$ cat src/rtl/addr_xlate_pkg.sv
package addr_xlate_pkg;
  typedef enum logic [1:0] {
    CFG_TLB  = 2'd0,
    CFG_PT   = 2'd1,
    CFG_LINE = 2'd2,
    CFG_NONE = 2'd3
  } cfg_kind_e;

  typedef enum logic [1:0] {
    ST_IDLE = 2'd0,
    ST_LOOK = 2'd1,
    ST_WALK = 2'd2,
    ST_RESP = 2'd3
  } xl_state_e;
endpackage

$ cat src/rtl/xl_tlb_array.sv
module xl_tlb_array #(
  parameter int SETS  = 4,
  parameter int WAYS  = 4,
  parameter int TAG_W = 6,
  parameter int PPN_W = 6,
  localparam int SET_W = $clog2(SETS),
  localparam int WAY_W = $clog2(WAYS)
) (
  input  logic             clk,
  input  logic             rst_n,
  input  logic             wr_en,
  input  logic [SET_W-1:0] wr_set,
  input  logic [WAY_W-1:0] wr_way,
  input  logic             wr_valid,
  input  logic [TAG_W-1:0] wr_tag,
  input  logic [PPN_W-1:0] wr_ppn,
  input  logic [SET_W-1:0] lk_set,
  input  logic [TAG_W-1:0] lk_tag,
  output logic             lk_hit,
  output logic [PPN_W-1:0] lk_ppn
);
  logic [WAYS-1:0]  vld_q [SETS];
  logic [TAG_W-1:0] tag_q [SETS][WAYS];
  logic [PPN_W-1:0] ppn_q [SETS][WAYS];
  logic [WAYS-1:0]  match;

  always_ff @(posedge clk) begin
    if (!rst_n) begin
      for (int s = 0; s < SETS; s++) vld_q[s] <= '0;
    end else if (wr_en) begin
      vld_q[wr_set][wr_way] <= wr_valid;
    end
  end

  always_ff @(posedge clk) begin
    if (wr_en) begin
      tag_q[wr_set][wr_way] <= wr_tag;
      ppn_q[wr_set][wr_way] <= wr_ppn;
    end
  end

  for (genvar w = 0; w < WAYS; w++) begin : g_way
    assign match[w] = vld_q[lk_set][w] && (tag_q[lk_set][w] == lk_tag);
  end

  // lowest matching way wins
  always_comb begin
    lk_ppn = '0;
    for (int w = WAYS - 1; w >= 0; w--) begin
      if (match[w]) lk_ppn = ppn_q[lk_set][w];
    end
  end
  assign lk_hit = |match;
endmodule

$ cat src/rtl/xl_page_table.sv
module xl_page_table #(
  parameter int VPN_W = 8,
  parameter int PPN_W = 6,
  localparam int ENTRIES = 1 << VPN_W
) (
  input  logic             clk,
  input  logic             rst_n,
  input  logic             wr_en,
  input  logic [VPN_W-1:0] wr_vpn,
  input  logic             wr_valid,
  input  logic [PPN_W-1:0] wr_ppn,
  input  logic [VPN_W-1:0] rd_vpn,
  output logic             rd_valid,
  output logic [PPN_W-1:0] rd_ppn
);
  logic [ENTRIES-1:0] vld_q;
  logic [PPN_W-1:0]   ppn_q [ENTRIES];

  always_ff @(posedge clk) begin
    if (!rst_n)     vld_q <= '0;
    else if (wr_en) vld_q[wr_vpn] <= wr_valid;
  end

  always_ff @(posedge clk) begin
    if (wr_en) ppn_q[wr_vpn] <= wr_ppn;
  end

  assign rd_valid = vld_q[rd_vpn];
  assign rd_ppn   = ppn_q[rd_vpn];
endmodule

$ cat src/rtl/xl_byte_cache.sv
module xl_byte_cache #(
  parameter int LINES      = 16,
  parameter int LINE_BYTES = 4,
  parameter int TAG_W      = 6,
  localparam int IDX_W  = $clog2(LINES),
  localparam int OFF_W  = $clog2(LINE_BYTES),
  localparam int DATA_W = 8 * LINE_BYTES
) (
  input  logic              clk,
  input  logic              rst_n,
  input  logic              wr_en,
  input  logic [IDX_W-1:0]  wr_idx,
  input  logic              wr_valid,
  input  logic [TAG_W-1:0]  wr_tag,
  input  logic [DATA_W-1:0] wr_data,
  input  logic              rd_en,
  input  logic [IDX_W-1:0]  rd_idx,
  input  logic [TAG_W-1:0]  rd_tag,
  input  logic [OFF_W-1:0]  rd_off,
  output logic              rd_hit,
  output logic [7:0]        rd_byte
);
  logic [LINES-1:0]  vld_q;
  logic [TAG_W-1:0]  tag_q  [LINES];
  logic [DATA_W-1:0] data_q [LINES];
  logic [7:0]        lane   [LINE_BYTES];

  always_ff @(posedge clk) begin
    if (!rst_n)     vld_q <= '0;
    else if (wr_en) vld_q[wr_idx] <= wr_valid;
  end

  always_ff @(posedge clk) begin
    if (wr_en) begin
      tag_q[wr_idx]  <= wr_tag;
      data_q[wr_idx] <= wr_data;
    end
  end

  for (genvar b = 0; b < LINE_BYTES; b++) begin : g_lane
    assign lane[b] = data_q[rd_idx][8*b +: 8];
  end

  assign rd_hit  = rd_en && vld_q[rd_idx] && (tag_q[rd_idx] == rd_tag);
  assign rd_byte = rd_hit ? lane[rd_off] : 8'd0;
endmodule

$ cat src/rtl/addr_xlate_probe.sv
module addr_xlate_probe #(
  parameter int VA_W       = 14,
  parameter int PA_W       = 12,
  parameter int PAGE_OFF_W = 6,
  parameter int TLB_SETS   = 4,
  parameter int TLB_WAYS   = 4,
  parameter int LINES      = 16,
  parameter int LINE_BYTES = 4
) (
  input  logic                                       clk,
  input  logic                                       rst_n,
  input  logic                                       req_valid,
  output logic                                       req_ready,
  input  logic [VA_W-1:0]                            req_vaddr,
  output logic                                       rsp_valid,
  input  logic                                       rsp_ready,
  output logic                                       rsp_tlb_hit,
  output logic                                       rsp_fault,
  output logic [PA_W-1:0]                            rsp_paddr,
  output logic                                       rsp_cache_hit,
  output logic [7:0]                                 rsp_byte,
  input  logic                                       cfg_en,
  input  logic [1:0]                                 cfg_kind,
  input  logic [VA_W-PAGE_OFF_W-1:0]                 cfg_addr,
  input  logic                                       cfg_valid,
  input  logic [VA_W-PAGE_OFF_W-$clog2(TLB_SETS)-1:0] cfg_tag,
  input  logic [8*LINE_BYTES-1:0]                    cfg_data
);
  import addr_xlate_pkg::*;

  localparam int VPN_W   = VA_W - PAGE_OFF_W;
  localparam int PPN_W   = PA_W - PAGE_OFF_W;
  localparam int SET_W   = $clog2(TLB_SETS);
  localparam int WAY_W   = $clog2(TLB_WAYS);
  localparam int TTAG_W  = VPN_W - SET_W;
  localparam int IDX_W   = $clog2(LINES);
  localparam int BOFF_W  = $clog2(LINE_BYTES);
  localparam int CTAG_W  = PA_W - IDX_W - BOFF_W;

  xl_state_e         state_q;
  logic [VA_W-1:0]   vaddr_q;
  logic [VPN_W-1:0]  vpn;
  logic              tlb_hit, pt_valid, c_hit, probe_en;
  logic [PPN_W-1:0]  tlb_ppn, pt_ppn, ppn_sel;
  logic [PA_W-1:0]   paddr;
  logic [7:0]        c_byte;

  assign vpn = vaddr_q[VA_W-1:PAGE_OFF_W];

  xl_tlb_array #(.SETS(TLB_SETS), .WAYS(TLB_WAYS), .TAG_W(TTAG_W), .PPN_W(PPN_W)) u_tlb (
    .clk(clk), .rst_n(rst_n),
    .wr_en(cfg_en && cfg_kind == CFG_TLB),
    .wr_set(cfg_addr[SET_W+WAY_W-1:WAY_W]), .wr_way(cfg_addr[WAY_W-1:0]),
    .wr_valid(cfg_valid), .wr_tag(cfg_tag), .wr_ppn(cfg_data[PPN_W-1:0]),
    .lk_set(vpn[SET_W-1:0]), .lk_tag(vpn[VPN_W-1:SET_W]),
    .lk_hit(tlb_hit), .lk_ppn(tlb_ppn)
  );

  xl_page_table #(.VPN_W(VPN_W), .PPN_W(PPN_W)) u_pt (
    .clk(clk), .rst_n(rst_n),
    .wr_en(cfg_en && cfg_kind == CFG_PT), .wr_vpn(cfg_addr),
    .wr_valid(cfg_valid), .wr_ppn(cfg_data[PPN_W-1:0]),
    .rd_vpn(vpn), .rd_valid(pt_valid), .rd_ppn(pt_ppn)
  );

  // walk cycle uses page-table mapping, lookup cycle uses buffer mapping
  assign ppn_sel  = (state_q == ST_WALK) ? pt_ppn : tlb_ppn;
  assign paddr    = {ppn_sel, vaddr_q[PAGE_OFF_W-1:0]};
  assign probe_en = (state_q == ST_LOOK && tlb_hit) || (state_q == ST_WALK && pt_valid);

  xl_byte_cache #(.LINES(LINES), .LINE_BYTES(LINE_BYTES), .TAG_W(CTAG_W)) u_cache (
    .clk(clk), .rst_n(rst_n),
    .wr_en(cfg_en && cfg_kind == CFG_LINE), .wr_idx(cfg_addr[IDX_W-1:0]),
    .wr_valid(cfg_valid), .wr_tag(CTAG_W'(cfg_tag)), .wr_data(cfg_data),
    .rd_en(probe_en),
    .rd_idx(paddr[BOFF_W+IDX_W-1:BOFF_W]), .rd_tag(paddr[PA_W-1:BOFF_W+IDX_W]),
    .rd_off(paddr[BOFF_W-1:0]),
    .rd_hit(c_hit), .rd_byte(c_byte)
  );

  always_ff @(posedge clk) begin
    if (!rst_n) begin
      state_q       <= ST_IDLE;
      vaddr_q       <= '0;
      rsp_tlb_hit   <= 1'b0;
      rsp_fault     <= 1'b0;
      rsp_paddr     <= '0;
      rsp_cache_hit <= 1'b0;
      rsp_byte      <= '0;
    end else begin
      unique case (state_q)
        ST_IDLE: if (req_valid) begin
          vaddr_q <= req_vaddr;
          state_q <= ST_LOOK;
        end
        ST_LOOK: if (tlb_hit) begin
          rsp_tlb_hit   <= 1'b1;
          rsp_fault     <= 1'b0;
          rsp_paddr     <= paddr;
          rsp_cache_hit <= c_hit;
          rsp_byte      <= c_byte;
          state_q       <= ST_RESP;
        end else begin
          state_q       <= ST_WALK;
        end
        ST_WALK: begin
          rsp_tlb_hit   <= 1'b0;
          rsp_fault     <= !pt_valid;
          rsp_paddr     <= pt_valid ? paddr : '0;
          rsp_cache_hit <= c_hit;
          rsp_byte      <= c_byte;
          state_q       <= ST_RESP;
        end
        ST_RESP: if (rsp_ready) state_q <= ST_IDLE;
        default: state_q <= ST_IDLE;
      endcase
    end
  end

  assign req_ready = (state_q == ST_IDLE);
  assign rsp_valid = (state_q == ST_RESP);
endmodule

$ cat config.mk
export PLATFORM = sky130hd
export DESIGN_NAME = addr_xlate_probe
export DESIGN_NICKNAME = d
export VERILOG_FILES = /design/src/rtl/addr_xlate_pkg.sv /design/src/rtl/xl_tlb_array.sv /design/src/rtl/xl_page_table.sv /design/src/rtl/xl_byte_cache.sv /design/src/rtl/addr_xlate_probe.sv
export SDC_FILE = /design/constraint.sdc
export NUM_CORES = 2
export LEC_CHECK = 0
export ABC_AREA = 1
export BUFFER_PORTS_ARGS = -buffer_cell sky130_fd_sc_hd__buf_2
export CAP_MARGIN = 0
export CELL_PAD_IN_SITES_DETAIL_PLACEMENT = 0
export CELL_PAD_IN_SITES_GLOBAL_PLACEMENT = 1
export CORE_ASPECT_RATIO = 1.2
export CORE_UTILIZATION = 40
export DETAILED_ROUTE_END_ITERATION = 8
export PLACE_DENSITY_LB_ADDON = 0.1
export RECOVER_POWER = 50
export SYNTH_ARGS = -nofsm -noshare
export SYNTH_HDL_FRONTEND = slang
export SYNTH_SLANG_ARGS = --single-unit
export TNS_END_PERCENT = 10
$ cat constraint.sdc
create_clock -name clk -period 3.75 [get_ports clk]
set_input_delay 0.1875 -clock clk [delete_from_list [all_inputs] [get_ports clk]]
set_output_delay 0.1875 -clock clk [all_outputs]
set_load 0.01 [all_outputs]
Yosys cells after proc, flatten, opt, wreduce, memory -nomap -nowiden
Memory sizes are Yosys's and may differ from the RTL's. A register that Yosys moved wholly into a read port is not among the register bits. Index checks and enable logic that the tools add are counted.

Bits in registers: 311. Bits of input ports: 68. Output and inout bits: 25. RAM bits: 2352. Memories: 6. Logic and storage cells: 128.

Memory list: u_pt.ppn_q (words 256, width 6, rd ports 1, clocked after Yosys merged registers in 1, wr ports 1, RTL line xl_page_table.sv:17) `logic [PPN_W-1:0] ppn_q [ENTRIES];`; u_cache.data_q (words 16, width 32, rd ports 1, clocked after Yosys merged registers in 1, wr ports 1, RTL line xl_byte_cache.sv:25) `logic [DATA_W-1:0] data_q [LINES];`; u_cache.tag_q (words 16, width 6, rd ports 1, clocked after Yosys merged registers in 1, wr ports 1, RTL line xl_byte_cache.sv:24) `logic [TAG_W-1:0] tag_q [LINES];`; u_tlb.ppn_q (words 4, width 24, rd ports 1, clocked after Yosys merged registers in 1, wr ports 1, RTL line xl_tlb_array.sv:24) `logic [PPN_W-1:0] ppn_q [SETS][WAYS];`; u_tlb.tag_q (words 4, width 24, rd ports 1, clocked after Yosys merged registers in 1, wr ports 1, RTL line xl_tlb_array.sv:23) `logic [TAG_W-1:0] tag_q [SETS][WAYS];`; u_tlb.vld_q (words 4, width 4, rd ports 1, clocked after Yosys merged registers in 1, wr ports 4, RTL line xl_tlb_array.sv:22) `logic [WAYS-1:0] vld_q [SETS];`.

Reduce and logical (&&, ||, !) cells: 25. Equal/unequal tests: 13. Bitwise logic cells: 2. $lt $le $gt $ge: 11. Mux-type cells: 62.

Operators by type and width (number): bitwise mux 256 bit (1); two-way mux 8 bit (6); two-way mux 6 bit (6); equality test 6 bit (5); two-way mux 4 bit (7); two-way mux 12 bit (2); two-way mux 24 bit (1); one-hot mux 12 bit (2 select lines) (1); less-than comparator 8 x 9 -> 1 bit, second input constant (2); two-way mux 2 bit (9); binary-select mux 8 bit (select 2 bit) (1); bitwise mux 16 bit (1); two-way mux 1 bit (16); one-hot mux 8 bit (2 select lines) (1); logical AND 1 bit (15); demux 6 bit (select 2 bit) (1); less-than comparator 4 x 5 -> 1 bit, second input constant (2); binary-select mux 1 bit (select 8 bit) (1); demux 1 bit (select 8 bit) (1); >= comparator 8 x 1 -> 1 bit, second input constant (1); one-hot mux 2 bit (4 select lines) (1); OR reduction 4 bit (2); equality test 2 bit, second input constant (3); >= comparator 3 bit, second input constant (2); 17 further kinds (25).

Logic depth before layout (Yosys ltp)
Depth after elaboration: 12. Mapped depth: 25. Depth with buffers taken out: 23.

Hierarchy
A second synthesis with hierarchy kept.

Cell total of the unflattened synthesis: 10240. Area total of the unflattened synthesis: 110498.5 um2.

By module, submodules not included: xl_page_table (cells an instance 7093, area each 74602.8 um2, times used 1, sequential area each 51249.2 um2); xl_byte_cache (cells an instance 2149, area each 25335.5 um2, times used 1, sequential area each 18577.8 um2); xl_tlb_array (cells an instance 778, area each 8863.5 um2, times used 1, sequential area each 6246.0 um2); addr_xlate_probe (cells an instance 220, area each 1696.6 um2, times used 1, sequential area each 780.7 um2).

Least setup slack after synthesis
No wires, ideal clock.

Path type: input to register. Start point: input port cfg_kind[1]. End point: memory u_cache.data_q[0][0] in the netlist's numbering (enable). Buffers on the path: 1. Data arrival time: 2.285 ns. Cell stages on the path: 5. Required time: 3.314 ns. Slack: 1.029 ns. Setup time: 0.436 ns. Cell sequence: nand2_1 nor2_1 inv_1 clkbuf_1 nor2_1.

Cells in the longest elaborated chain, start to end: 4.

RTL lines: start: declaration (RTL line addr_xlate_probe.sv:23) `input logic [1:0] cfg_kind,`; equality test 2 bit (RTL line addr_xlate_probe.sv:73) `.wr_en(cfg_en && cfg_kind == CFG_LINE), .wr_idx(cfg_addr[IDX_W-1:0]),`; logical AND 1 bit (RTL line addr_xlate_probe.sv:73); two-way mux 1 bit (RTL line xl_byte_cache.sv:34) `if (wr_en) begin`; two-way mux 1 bit (implied by the code) (RTL line xl_byte_cache.sv:36) `data_q[wr_idx] <= wr_data;`; end: declaration (RTL line xl_byte_cache.sv:25).

No other way between the ends.

==> flow_metrics.tcl <==
set metrics [dict create \
    grt_pass1_vias 74000 \
    io-pin-count 93 \
    violations "max-capacitance violations, max-slew violations" \
    clock.fmax_mhz 277 \
    syn-cell-area_um2 108000 \
    floorplan.rows 208 \
    overflow 0 \
    holdCritPathClass "in2reg" \
    ant_nets 0 \
    num_vias 76000 \
    post_dp_cell_area_um2 116000 \
    synth_warnings 0 \
    synth-seq-cells 2675 \
    cts_max_level 5 \
    numCtsBuffers 288 \
    min_period_ps 3620 \
    antenna_found_initial 22 \
    route.detailed.drc 0 \
    final_cells 13700 \
    multi_input_area_um2 27700 \
    async_flop_share_pct 0 \
    wl_per_cell_um 26.4 \
    required_ps 4540 \
    clockRootBuffer "clkbuf_16" \
    cts_buffer_depth 4 \
    endpoint_kind "flop" \
    cp_max_fo 21 \
    drive_gt1_share_pct 11.3 \
    worstPathArrival_ps 4410 \
    place_inst 13100 \
    vias_per_cell 5.54 \
    cp-start-kind "flop" \
    routed_wl_um 362000 \
    grt_pass1_wl_um 519000 \
    die_y_um 572 \
    grt_max_degree 185 \
    seq_area_frac_synth_pct 71.2 \
    synth.net_count 9565 \
    final_area_um2 126000 \
    cts.sinks 2675 \
    place_ws_ps -196 \
    final_net_count 9995 \
    power.density_nw_per_um2 636 \
    synth_edf_count 2352 \
    die_w_um 477 \
    path_clk_slew_ps 60 \
    port_buffers 92 \
    core-area_um2 268000 \
    register_area_um2 77100 \
    synth_cells 9493 \
    syn_to_final_growth_pct 16.6 \
    layout_setup_ws_ps 135 \
    dp.final_hpwl_um 213000 \
    max-cap-violations 23 \
    drv_slew 1040 \
    vdd_drop_max_uv 474 \
    synth_cell_types 42 \
    hold_slack_ps 34.9 \
    setup_violations 0 \
    leakagePower_nw 44.2 \
    clk_latency_ps 860 \
    fin_setup_tns_ps 0 \
    min_period_over_period_pct 96.4 \
    drt_iter0_drc 7315 \
    final_util_pct 47.1 \
    fin_skew_ps 46.4 \
    start_util_pct 40.4 \
    cts_tree "built" \
    grt_usage_pct 25.9 \
    status "complete, but fails checks" \
    timing.slew.headroom_pct -125 \
    dr.pass1.iters 6 \
    hold_path.startpoint "req_vaddr[10]" \
    criticalPathCategory "reg2reg" \
    power.total_mw 80.3 \
    finalHoldViolCount 0 \
    gp_congestion 0.824 \
    syn_avg_cell_area_um2 11.4 \
    worst_pin_slew_ps 3370 \
    die_area_um2 273000 \
    fill_cells 24400 \
    synth_ff_type "edfxtp_1" \
]
[cell families after synthesis]
| group | count (synthesis) | share of synthesized area, % |
|---|---|---|
| adders and majority gates | 4 | 0.0462 |
| xor gates and xnor gates | 5 | 0.0404 |
| AOI/OAI and AO/OA | 1236 | 6.50 |
| muxes | 4 | 0.0381 |
| and+or+nand+nor | 4785 | 18.8 |
| DFF | 2675 | 71.2 |
| buffers and inverters | 784 | 3.41 |
[repair_timing]
| item | CTS | global route |
|---|---|---|
| resized for setup | 16 | 63 |
| pin swaps | 0 | 1 |
| cloned | 2 | 8 |
| hold endpoints to repair | 1095 | 0 |
| buffers inserted | 0 | 12 |
| setup endpoints to repair | 9 | 11 |
| hold buffers | 60 | 0 |
[flip-flops by register name, summed over array words and instances (netlist names), named ones only]
register        cells
rsp_byte            8
rsp_cache_hit       1
rsp_fault           1
rsp_paddr          12
rsp_tlb_hit         1
state_q             2
u_cache.data_q    512
u_cache.tag_q      96
u_cache.vld_q      16
u_pt.ppn_q       1536
u_pt.vld_q        256
u_tlb.ppn_q        96
u_tlb.tag_q        96
u_tlb.vld_q        16
vaddr_q            14
[critical path, stage by stage (launching register included)]
cell,delay (ps)
dfxtp_4,470
buf_12,210
buf_4,190
bufbuf_16,320
nand2_1,70
nand3_1,100
nand3_1,100
nand3_1,210
nand3_1,170
nand3_1,130
buf_4,150
nand3_1,70
nand3_1,150
nand3_2,230
nand3_1,140
nand2_1,60
nor2_1,80
nand2_1,110
nor2_4,200
buf_12,160
nand2_1,70
a21oi_1,120
[worst paths after layout]
path	end	slack (ps)	depth (start not counted)
worst max-delay path	rsp_byte[4]	130	21
worst min-delay path	flop	30	3
worst max register to register	rsp_byte[4]	130	21
worst min register to register	rsp_paddr[3]	470	2
[power by group]
| group | switching [mW] | total, mW | internal (mW) |
|---|---|---|---|
| clock | 11.7 | 27.7 | 16.0 |
| sequential | 0.241 | 32.8 | 32.6 |
| combinational | 13.8 | 19.8 | 5.98 |
| total | 25.8 | 80.3 | 54.6 |
[cell usage after synthesis (all sizes together), types with 2 or more instances]
cell / count / area (µm²)
buf: 383 / 2180
o211ai: 2 / 15.0
a31oi: 14 / 87.6
o221ai: 25 / 225
ha: 4 / 50.1
clkbuf: 284 / 1070
nand3: 1847 / 9240
clkinv: 5 / 18.8
dfxtp: 323 / 6470
a32o: 69 / 691
o31ai: 2 / 15.0
o21ai: 448 / 2250
a221o: 10 / 100
edfxtp: 2352 / 70600
a311o: 4 / 40.0
a21oi: 562 / 2810
a221oi: 72 / 631
or3: 3 / 18.8
nor2: 450 / 1720
mux2i: 3 / 30.0
o22ai: 24 / 150
nor3: 11 / 55.1
inv: 112 / 428
xor2: 5 / 43.8
nand2: 2473 / 9290
[area by class of cell]
cell class | count | share of cell area, %
Clock inverter | 113 | 0.792
Antenna cell | 11 | 0.0218
Clock buffer | 399 | 6.33
Timing Repair inverter | 1 | 0.00892
Timing Repair Buffer | 806 | 5.87
Tap cell | 3570 | 3.54
Inverter | 117 | 0.415
Sequential cell | 2675 | 61.1
Multi-Input combinational cell | 6034 | 22.0
[layout by cell type, fill, tap and decap left out, types with 26 or more instances in the layout]
cell type,n
nand2_1,2462
edfxtp_1,2352
nand3_1,1819
a21oi_1,562
buf_4,478
nor2_1,439
o21ai_0,434
dfxtp_1,310
clkbuf_16,305
clkbuf_1,155
buf_12,92
inv_1,89
a221oi_1,72
a32o_1,69
dlygate4sd3_1,60
clkinv_1,51
buf_2,51
clkinv_2,32
nand3_2,26
[per-layer routing]
layer	wire length, µm	track usage, %	up-vias
met5	229	0	-
met4	11500	7.79	7
met3	20000	3.15	557
met2	179000	44.6	2436
met1	152000	34.0	38100
li1	-	-	34900
Note: power is estimated with default switching activity, not from simulation.
